$ cat src/rtl/arp_pkg.sv
package arp_pkg;

  localparam int unsigned ARP_WMAX = 16;

  typedef logic [ARP_WMAX-1:0] arp_word_t;

  // Sum of two residues below n, folded back below n with one subtraction.
  function automatic arp_word_t mod_add(arp_word_t a, arp_word_t b, arp_word_t n);
    logic [ARP_WMAX:0] s;
    s = {1'b0, a} + {1'b0, b};
    if (s >= {1'b0, n}) s = s - {1'b0, n};
    return s[ARP_WMAX-1:0];
  endfunction

endpackage

$ cat src/rtl/arp_offsets.sv
module arp_offsets
  import arp_pkg::*;
#(
  parameter int unsigned NW = 12
) (
  input  logic [NW-1:0] blk_len,
  input  logic [NW-1:0] p1,
  input  logic [NW-1:0] p2,
  input  logic [NW-1:0] p3,
  output logic [NW-1:0] off [4]
);

  logic [NW-1:0] half;
  assign half = blk_len >> 1;

  for (genvar k = 0; k < 4; k++) begin : g_off
    if (k == 0) begin : g_zero
      assign off[k] = '0;
    end else if (k == 2) begin : g_plain
      assign off[k] = p2;
    end else begin : g_half
      logic [NW-1:0] pk;
      assign pk     = (k == 1) ? p1 : p3;
      assign off[k] = NW'(mod_add(arp_word_t'(half), arp_word_t'(pk), arp_word_t'(blk_len)));
    end
  end

endmodule

$ cat src/rtl/arp_walker.sv
module arp_walker
  import arp_pkg::*;
#(
  parameter int unsigned NW = 12
) (
  input  logic          clk,
  input  logic          rst_n,
  input  logic          start,
  input  logic          adv,
  input  logic [NW-1:0] n_q,
  input  logic [NW-1:0] p0_q,
  output logic [NW-1:0] acc,
  output logic [1:0]    phase,
  output logic          valid,
  output logic          last,
  output logic          step_fire
);

  logic [NW-1:0] idx;
  logic          at_end;

  assign at_end    = (idx == n_q - NW'(1));
  assign last      = valid && at_end;
  assign step_fire = valid && adv && !start;

  always_ff @(posedge clk or negedge rst_n) begin
    if (!rst_n) begin
      acc   <= '0;
      phase <= '0;
      idx   <= '0;
      valid <= 1'b0;
    end else if (start) begin
      acc   <= '0;
      phase <= '0;
      idx   <= '0;
      valid <= 1'b1;
    end else if (step_fire) begin
      acc   <= NW'(mod_add(arp_word_t'(acc), arp_word_t'(p0_q), arp_word_t'(n_q)));
      phase <= phase + 2'd1;
      idx   <= idx + NW'(1);
      if (at_end) valid <= 1'b0;
    end
  end

endmodule

$ cat src/rtl/arp_combine.sv
module arp_combine
  import arp_pkg::*;
#(
  parameter int unsigned NW = 12
) (
  input  logic [NW-1:0] acc,
  input  logic [NW-1:0] off_sel,
  input  logic [NW-1:0] n_q,
  output logic [NW-1:0] addr
);

  logic [NW-1:0] part;

  // Two folding stages: first acc + offset, then + 1.
  assign part = NW'(mod_add(arp_word_t'(acc), arp_word_t'(off_sel), arp_word_t'(n_q)));
  assign addr = NW'(mod_add(arp_word_t'(part), arp_word_t'(1), arp_word_t'(n_q)));

endmodule

$ cat src/rtl/arp_addr_gen.sv
module arp_addr_gen
  import arp_pkg::*;
#(
  parameter int unsigned NW = 12
) (
  input  logic          clk,
  input  logic          rst_n,
  input  logic          start,
  input  logic          adv,
  input  logic [NW-1:0] blk_len,
  input  logic [NW-1:0] p0,
  input  logic [NW-1:0] p1,
  input  logic [NW-1:0] p2,
  input  logic [NW-1:0] p3,
  output logic [NW-1:0] addr,
  output logic          valid,
  output logic          last
);

  logic [NW-1:0] n_q;
  logic [NW-1:0] p0_q;
  logic [NW-1:0] off_d [4];
  logic [NW-1:0] off_q [4];
  logic [NW-1:0] acc;
  logic [1:0]    phase;
  logic          step_fire;

  arp_offsets #(.NW(NW)) u_offsets (
    .blk_len (blk_len),
    .p1      (p1),
    .p2      (p2),
    .p3      (p3),
    .off     (off_d)
  );

  always_ff @(posedge clk or negedge rst_n) begin
    if (!rst_n) begin
      n_q  <= NW'(2);
      p0_q <= '0;
      for (int k = 0; k < 4; k++) off_q[k] <= '0;
    end else if (start) begin
      n_q  <= blk_len;
      p0_q <= p0;
      for (int k = 0; k < 4; k++) off_q[k] <= off_d[k];
    end
  end

  arp_walker #(.NW(NW)) u_walker (
    .clk       (clk),
    .rst_n     (rst_n),
    .start     (start),
    .adv       (adv),
    .n_q       (n_q),
    .p0_q      (p0_q),
    .acc       (acc),
    .phase     (phase),
    .valid     (valid),
    .last      (last),
    .step_fire (step_fire)
  );

  arp_combine #(.NW(NW)) u_combine (
    .acc     (acc),
    .off_sel (off_q[phase]),
    .n_q     (n_q),
    .addr    (addr)
  );

endmodule

$ cat config.mk
export PLATFORM = sky130hd
export DESIGN_NAME = arp_addr_gen
export DESIGN_NICKNAME = d
export VERILOG_FILES = /design/src/rtl/arp_pkg.sv /design/src/rtl/arp_offsets.sv /design/src/rtl/arp_walker.sv /design/src/rtl/arp_combine.sv /design/src/rtl/arp_addr_gen.sv
export SDC_FILE = /design/constraint.sdc
export NUM_CORES = 1
export LEC_CHECK = 0
export BUFFER_PORTS_ARGS = -buffer_cell sky130_fd_sc_hd__clkbuf_2
export CAP_MARGIN = 20
export CORE_MARGIN = 2
export CORE_UTILIZATION = 35
export DETAILED_ROUTE_END_ITERATION = 6
export SYNTH_ARGS = -nofsm -noshare
export SYNTH_HDL_FRONTEND = slang
export SYNTH_SLANG_ARGS = --single-unit
$ cat constraint.sdc
create_clock -name clk -period 18.7 [get_ports clk]
set_input_delay 0 -clock clk [delete_from_list [all_inputs] [get_ports clk]]
set_output_delay 0 -clock clk [all_outputs]
set_load 0.01 [all_outputs]
==> run metrics, run 1 <==
post-CTS clock slew at the launch and capture registers of the worst setup and hold paths roughly 70 ps; residual antenna-violating net count after detailed routing 0; pin count of the biggest net entering global routing ~70; worst endpoint data arrival time ~8800 ps; routed wire length 28500 µm; total area of multi-input combinational cells between 7000 and 8000 µm²; sequential share of power between 10% and 20%; sequential area share after synthesis 22.2%; Worst Slack Setup Final roughly 9900 ps; hold path cells 3; number of fill cells in the layout roughly 2800; # port buffers 77; Final Wtd Congestion roughly 0.94; CTS tree built; highest fanout seen on the critical path 16; setup TNS 0 ps; routed len/inst between 15 and 20 µm; I/O pin cnt between 70 and 80; H-tree depth 3; maximum clock insertion buffer count 2; residual overflow from global routing 0; end point of the critical path addr[10]; clock latency at the later pin of the worst-skew pair 350 ps; dominant synthesized flop cell dfrtp_1; number of search-and-repair iterations in the first detailed-routing pass 6; number of cells on the worst reg-to-reg path 17; Post-CTS Hold Buffers 33; post-place setup slack ~10000 ps; count of cell types in the netlist 95; number of synthesis warnings 0; kind of path behind the tightest hold check in -> reg; min cycle time layout between 8000 and 9000 ps; area of the core 27700 µm²; synthesized instance count 1149; async set-reset flop share out of synthesis 100%; Largest stage delay, worst path approximately 700 ps; Internal Pwr Total ~0.0011 W; final net count ~1400; fraction of layout instances using a drive strength above 1 approximately 14%; FMAX about 110 MHz; critical path type reg -> out; average via count per standard cell ~5.6; part of the cycle the worst path needs 47.2%; via count of the first global-routing pass 8602; vertical die dimension between 150 and 200 µm; wire length on met2 13500 µm; Diodes inserted 0; synthesized area 9810 µm²; Clock power frac ~9.0%; Post-DP Area roughly 11000 µm²; Avg Cell Area, Syn ~8.5 µm²; actual transition at the worst max-transition pin around 1000 ps; LEAKAGE approximately 5 nW; reg-to-reg critical path startpoint u_walker.acc[0]$_DFFE_PN0P_; headroom to the max-slew limit about 33%; kind of capture point of the worst setup path output pin; die footprint approximately 30000 µm²; wire length of the first global-routing pass ~45000 µm; postcts setup bufs 0; initial detailed-routing violation count around 700; final standard cell area without fillers 11200 µm²; setup slack on the worst flop-to-flop path between 10000 and 15000 ps; detailed-routing wirelength on met1 approximately 13000 µm; Max VDD drop ~0.11 mV; type of element launching the critical path flop; number of cells upsized or downsized after cts 0; Finish-stage setup viols 0; final hold vios 0; net switching power roughly 0.0011 W; final standard cell utilization of the core between 40% and 50%; number of buffers added by the clock tree synthesis step 9; antenna violations before repair 0; count of pins over their slew limit 0; Clock Sinks 87; area taken by flip-flops and latches roughly 2200 µm²; result of the run completed; switching share of total power approximately 50%; Maximum Capacitance Violations 0; die width approximately 170 µm; Power Density a little under 200 nW/µm²; CP startpoint u_walker.phase[1]$_DFFE_PN0P_; reg-to-reg endpoint u_walker.acc[0]$_DFFE_PN0P_; DRC violations left 0; Crit-path slowest cell dfrtp_1; met3 wire length around 1200 µm; uppermost layer routed met4; total power around 0.0022 W; starting density of the core between 30% and 40%; Tot GR Track Use about a fifth; number of flops mapped to enable cells by yosys 0; combinational share of power about 79%; relative area change from synthesis to final layout 14.3%; data required time at the worst endpoint roughly 19000 ps; CTS root buf clkbuf_16; number of vias in the routed layout ~9000; placement row count 61; #FFs+latches synth between 80 and 90; synthesized net count approximately 1300; Post-Route Skew about 6.4 ps; final HPWL from detailed placement roughly 22000 µm; setup repair after global routing missed its margin no
[cell usage in the layout, fill, tap and decap left out, types with 5 or more instances in the layout]
cell | synthesis | layout
ha_1 | 109 | 109
nor2_1 | 98 | 98
dfrtp_1 | 86 | 86
nand2_1 | 79 | 79
a21oi_1 | 78 | 78
xnor2_1 | 76 | 76
clkbuf_2 | 0 | 75
inv_1 | 64 | 64
o21ai_0 | 59 | 59
mux2_2 | 40 | 40
nand3_1 | 37 | 37
dlygate4sd3_1 | 0 | 33
xor2_1 | 29 | 29
a21o_1 | 27 | 27
nor3_1 | 27 | 27
mux2i_1 | 21 | 21
a31oi_1 | 19 | 19
nand4_1 | 14 | 14
o21bai_1 | 13 | 13
a22o_1 | 12 | 12
nor2b_1 | 11 | 11
o21a_1 | 11 | 11
and2_1 | 11 | 11
and3_1 | 10 | 10
o21ai_1 | 9 | 9
nand2b_1 | 9 | 9
fa_1 | 9 | 9
clkbuf_16 | 0 | 9
o211ai_1 | 7 | 7
or2_2 | 7 | 7
nor4_1 | 7 | 7
a211oi_1 | 6 | 6
a211o_1 | 6 | 6
buf_4 | 1 | 6
o2111ai_1 | 5 | 5
o41ai_1 | 5 | 5
[synth_stat cells (6+ instances only)]
library cell  number  area share (%)
mux2_2            40             4.6
xor2_1            29             2.6
a22o_1            12             1.1
a211o_1            6            0.54
o21ai_1            9            0.46
o21a_1            11            0.84
nor4_1             7            0.45
a31oi_1           19             1.2
nor3_1            27             1.4
a211oi_1           6            0.46
nand4_1           14            0.89
o21bai_1          13            0.99
clkbuf_1          26            0.99
nand3_1           37             1.9
dfrtp_1           86              22
fa_1               9             1.8
or2_2              7            0.45
nor2_1            98             3.8
a21o_1            27             2.1
a21oi_1           78             4.0
and2_1            11            0.70
ha_1             109              14
nor2b_1           11            0.70
inv_1             64             2.4
xnor2_1           76             6.8
nand2_1           79             3.0
o211ai_1           7            0.54
nand2b_1           9            0.57
o21ai_0           59             3.0
mux2i_1           21             2.1
and3_1            10            0.64
[final cells by class]
cell class                      count  share of cell area [%]
Tap cell                          378                    4.22
Inverter                           65                    2.18
Multi-Input combinational cell    961                    64.5
Timing Repair Buffer              114                    6.70
Sequential cell                    87                    19.4
Clock inverter                      7                   0.927
Clock buffer                        9                    2.01
[worst min-delay path by stage]
stage,from,endpoint,slack [ps]
after CTS,blk_len[11],n_q[11]$_DFFE_PN0P_,4
after global routing,blk_len[4],n_q[4]$_DFFE_PN0P_,30
after global placement,rst_n,p0_q[1]$_DFFE_PN0P_,1
after detailed placement,rst_n,p0_q[1]$_DFFE_PN0P_,5
final,blk_len[11],n_q[11]$_DFFE_PN0P_,9
after floorplan,rst_n,n_q[0]$_DFFE_PN0P_,-300
[routing by layer]
metal / track usage, % / up-vias
li1: - / 4422
met1: 26.2 / 4333
met2: 33.5 / 221
met3: 2.21 / 44
met4: 6.71 / 0
met5: 0 / -
[cells by family (layout without fill, tap and decap cells)]
| kind of cell | count (synthesis) | after routing | synth area share [%] |
|---|---|---|---|
| buffers and inverters | 101 | 195 | 4.04 |
| and+or+nand+nor | 346 | 346 | 17.6 |
| DFF | 87 | 87 | 22.2 |
| muxes | 68 | 68 | 7.69 |
| adders and majority gates | 118 | 118 | 15.7 |
| xor gates and xnor gates | 106 | 106 | 9.54 |
| AOI/OAI and AO/OA | 323 | 323 | 23.2 |
[worst max-delay path: cells and delay by family (launching register included)]
kind	cells	cell delay [ps]
AOI/OAI and AO/OA	14	3460
xor gates and xnor gates	1	310
adders and majority gates	4	1290
buffers and inverters	2	270
DFF	1	700
and+or+nand+nor	10	2430
[power by group through the flow]
stage                     clock, W  combinational (W)  sequential, W
after floorplan                  0            0.00136       0.000247
after global placement           0            0.00172       0.000264
after detailed placement         0            0.00174       0.000264
after CTS                 0.000205            0.00175       0.000261
after global routing      0.000212            0.00194       0.000266
final                     0.000200            0.00176       0.000262
[registers in the layout (all words and copies together), names as in the netlist]
| register | flops |
|---|---|
| off_q | 36 |
| p0_q | 12 |
| n_q | 12 |
| u_walker.idx | 12 |
| u_walker.phase | 2 |
| u_walker.valid | 1 |
| u_walker.acc | 12 |
[metrics by stage]
stage / hold WS [ps] / cells
finish: 9.14 / 1621
floorplan: -296 / 1149
CTS: 4.27 / 1621
global route: 30.8 / 1621
detailed placement: 5.27 / 1572
global placement: 1.40 / 1572
Note: power is estimated with default switching activity, not from simulation.
==> run 2: changes to the inputs <==
==> constraint.sdc (replaced) <==
create_clock -name clk -period 8.8 [get_ports clk]
set_input_delay 0 -clock clk [delete_from_list [all_inputs] [get_ports clk]]
set_output_delay 0 -clock clk [all_outputs]
set_load 0.01 [all_outputs]
==> run 2 against run 1 <==
  * Register-to-register slack worse by 9900 ps
  * Clock-buffer cell count stayed put
  * Utilization is 0.068 points lower
  * Clock power is 92% higher
  * Critical endpoint is now addr[11]
  * Largest power group unchanged
  * Sequential power is 110% higher
  * Critical path depth is 2 higher
  * Cell count hardly changed
==> run metrics, run 2 (synthesis results as in run 1) <==
result of the run completed; postcts setup bufs 0; DRC violations left 0; Max VDD drop approximately 0.25 mV; combinational share of power about four fifths; Power Density roughly 420 nW/µm²; Finish-stage setup viols 0; area taken by flip-flops and latches about 2200 µm²; initial detailed-routing violation count around 550; relative area change from synthesis to final layout 14.1%; CTS root buf clkbuf_16; H-tree depth 3; residual antenna-violating net count after detailed routing 0; kind of capture point of the worst setup path output pin; final HPWL from detailed placement approximately 22000 µm; total power 0.00471 W; Final Wtd Congestion 0.952; area of the core ~28000 µm²; category of cells accounting for the largest share of critical-path delay compound AO/OA/AOI/OAI gates; Diodes inserted 0; FMAX around 120 MHz; wire length of the first global-routing pass between 40000 and 50000 µm; antenna violations before repair 0; pin count of the biggest net entering global routing between 80 and 90; data required time at the worst endpoint a little under 9000 ps; Worst Slack Setup Final roughly 600 ps; most frequent standard cell in the layout excluding fill and tap cells ha_1; number of vias in the routed layout ~9000; number of buffers added by the clock tree synthesis step 9; actual transition at the worst max-transition pin about 980 ps; post-CTS clock slew at the launch and capture registers of the worst setup and hold paths roughly 80 ps; min cycle time layout approximately 8000 ps; number of standard cells in the layout, taps in and fillers out 1622; number of search-and-repair iterations in the first detailed-routing pass 5; final standard cell area without fillers between 10000 and 15000 µm²; average via count per standard cell ~5.5; via count of the first global-routing pass between 8000 and 9000; sequential share of power about an eighth; number of cells on the worst reg-to-reg path 17; top library cells by usage in the layout, fill and taps aside ha_1 (109), nor2_1 (98), dfrtp_1 (86); type of element launching the critical path flop; headroom to the max-slew limit a little over a third; register with the most flip-flops off_q; setup repair after global routing missed its margin no; CTS tree built; reg-to-reg critical path startpoint u_walker.acc[0]$_DFFE_PN0P_; highest fanout seen on the critical path 15; starting density of the core between 30% and 40%; worst min-delay path endpoint n_q[10]$_DFFE_PN0P_; setup slack on the worst flop-to-flop path around 3900 ps; residual overflow from global routing 0; number of fill cells in the layout about 2900; count of pins over their slew limit 0; Post-DP Area 10500 µm²; fraction of layout instances using a drive strength above 1 14.5%; maximum clock insertion buffer count 2; setup TNS 0 ps; clock latency at the later pin of the worst-skew pair 360 ps; LEAKAGE 4.99 nW; final net count 1421; routed wire length about 29000 µm; Internal Pwr Total 0.00231 W; post-place setup slack 1000 ps; die width approximately 170 µm; Crit-path slowest cell dfrtp_1; max FFs per register 36; I/O pin cnt around 80; die footprint a little under 30000 µm²; net switching power about 0.0024 W; routed len/inst 17.6 µm; Largest stage delay, worst path slightly below 700 ps; worst endpoint data arrival time just over 8000 ps; Clock power frac 8.2%; Tot GR Track Use around a fifth; Post-Route Skew roughly 12 ps; hold path cells 3; part of the cycle the worst path needs between 90% and 100%; total buffers and inverters traversed by the critical path 2; placement row count roughly 60; Cell Count Post-Placement between 1500 and 2000; critical path type reg -> out; kind of path behind the tightest hold check in -> reg; final hold vios 0; total area of multi-input combinational cells 7240 µm²; Clock Sinks 87; vertical die dimension between 150 and 200 µm; # port buffers slightly below 80; Maximum Capacitance Violations 0; reg-to-reg endpoint u_walker.acc[0]$_DFFE_PN0P_; Worst Hold Launch blk_len[10]; switching share of total power between 50 and 60%
run 2: cell types whose count changed in the layout (fill, tap and decap cells not counted), sizes merged:
| cell | change |
|---|---|
| clkinvlp | -1 |
| clkinv | +2 |
| inv | +1 |
| dlygate4sd3 | +1 |
| bufinv | -2 |
run 2: how the worst max path moves through the flow:
stage	cells past startpoint	startpoint	slack [ps]	endpoint
after floorplan	36	u_walker.phase[1]$_DFFE_PN0P_	1400	addr[10]
after global placement	31	u_walker.phase[1]$_DFFE_PN0P_	1250	addr[5]
after detailed placement	32	u_walker.phase[1]$_DFFE_PN0P_	1000	addr[6]
after CTS	33	u_walker.phase[1]$_DFFE_PN0P_	590	addr[11]
after global routing	31	u_walker.phase[1]$_DFFE_PN0P_	60	addr[3]
final	33	u_walker.phase[1]$_DFFE_PN0P_	590	addr[11]
run 2: timing repair:
item,in CTS,in global routing
hold endpoints to repair,70,0
gates resized for setup,0,1
hold buffers,34,0
endpoints found under the setup margin,0,7
run 2: cell type report:
class	instances	share of cell area, %
inverters	65	2.18
clock inverters	7	0.649
repair buffers	115	6.80
clock buffers	9	2.01
multi-input cells	961	64.7
flip-flops and latches	87	19.5
well taps	378	4.23
run 2: power by group through the flow:
stage               clock network (W)  registers (W)  logic (W)
floorplan                           0       0.000524    0.00288
global placement                    0       0.000560    0.00367
detailed placement                  0       0.000561    0.00370
CTS                          0.000397       0.000555    0.00373
global route                 0.000410       0.000565    0.00415
finish                       0.000385       0.000555    0.00377
run 2: tightest hold or removal path, cell delays in order:
cell	delay [ps]
clkbuf_2	190
nand2_1	80
o21ai_0	70
run 2: through the flow:
| stage | util (%) | hold WS (ps) |
|---|---|---|
| 2_1_floorplan | - | -296 |
| 3_3_place_gp | 38.1 | 6.88 |
| 3_5_place_dp | 38.1 | 5.09 |
| 4_1_cts | 40.4 | 0.642 |
| 5_1_grt | 40.4 | 28.2 |
| 6_report | 40.4 | 17.3 |
run 2: metal layers:
metal | wire [µm] | up-vias | track usage, %
met5 | 0 | - | 0
met2 | 13500 | 232 | 33.9
li1 | - | 4431 | -
met4 | 928 | 0 | 7.66
met1 | 12900 | 4259 | 26.2
met3 | 1230 | 50 | 1.98
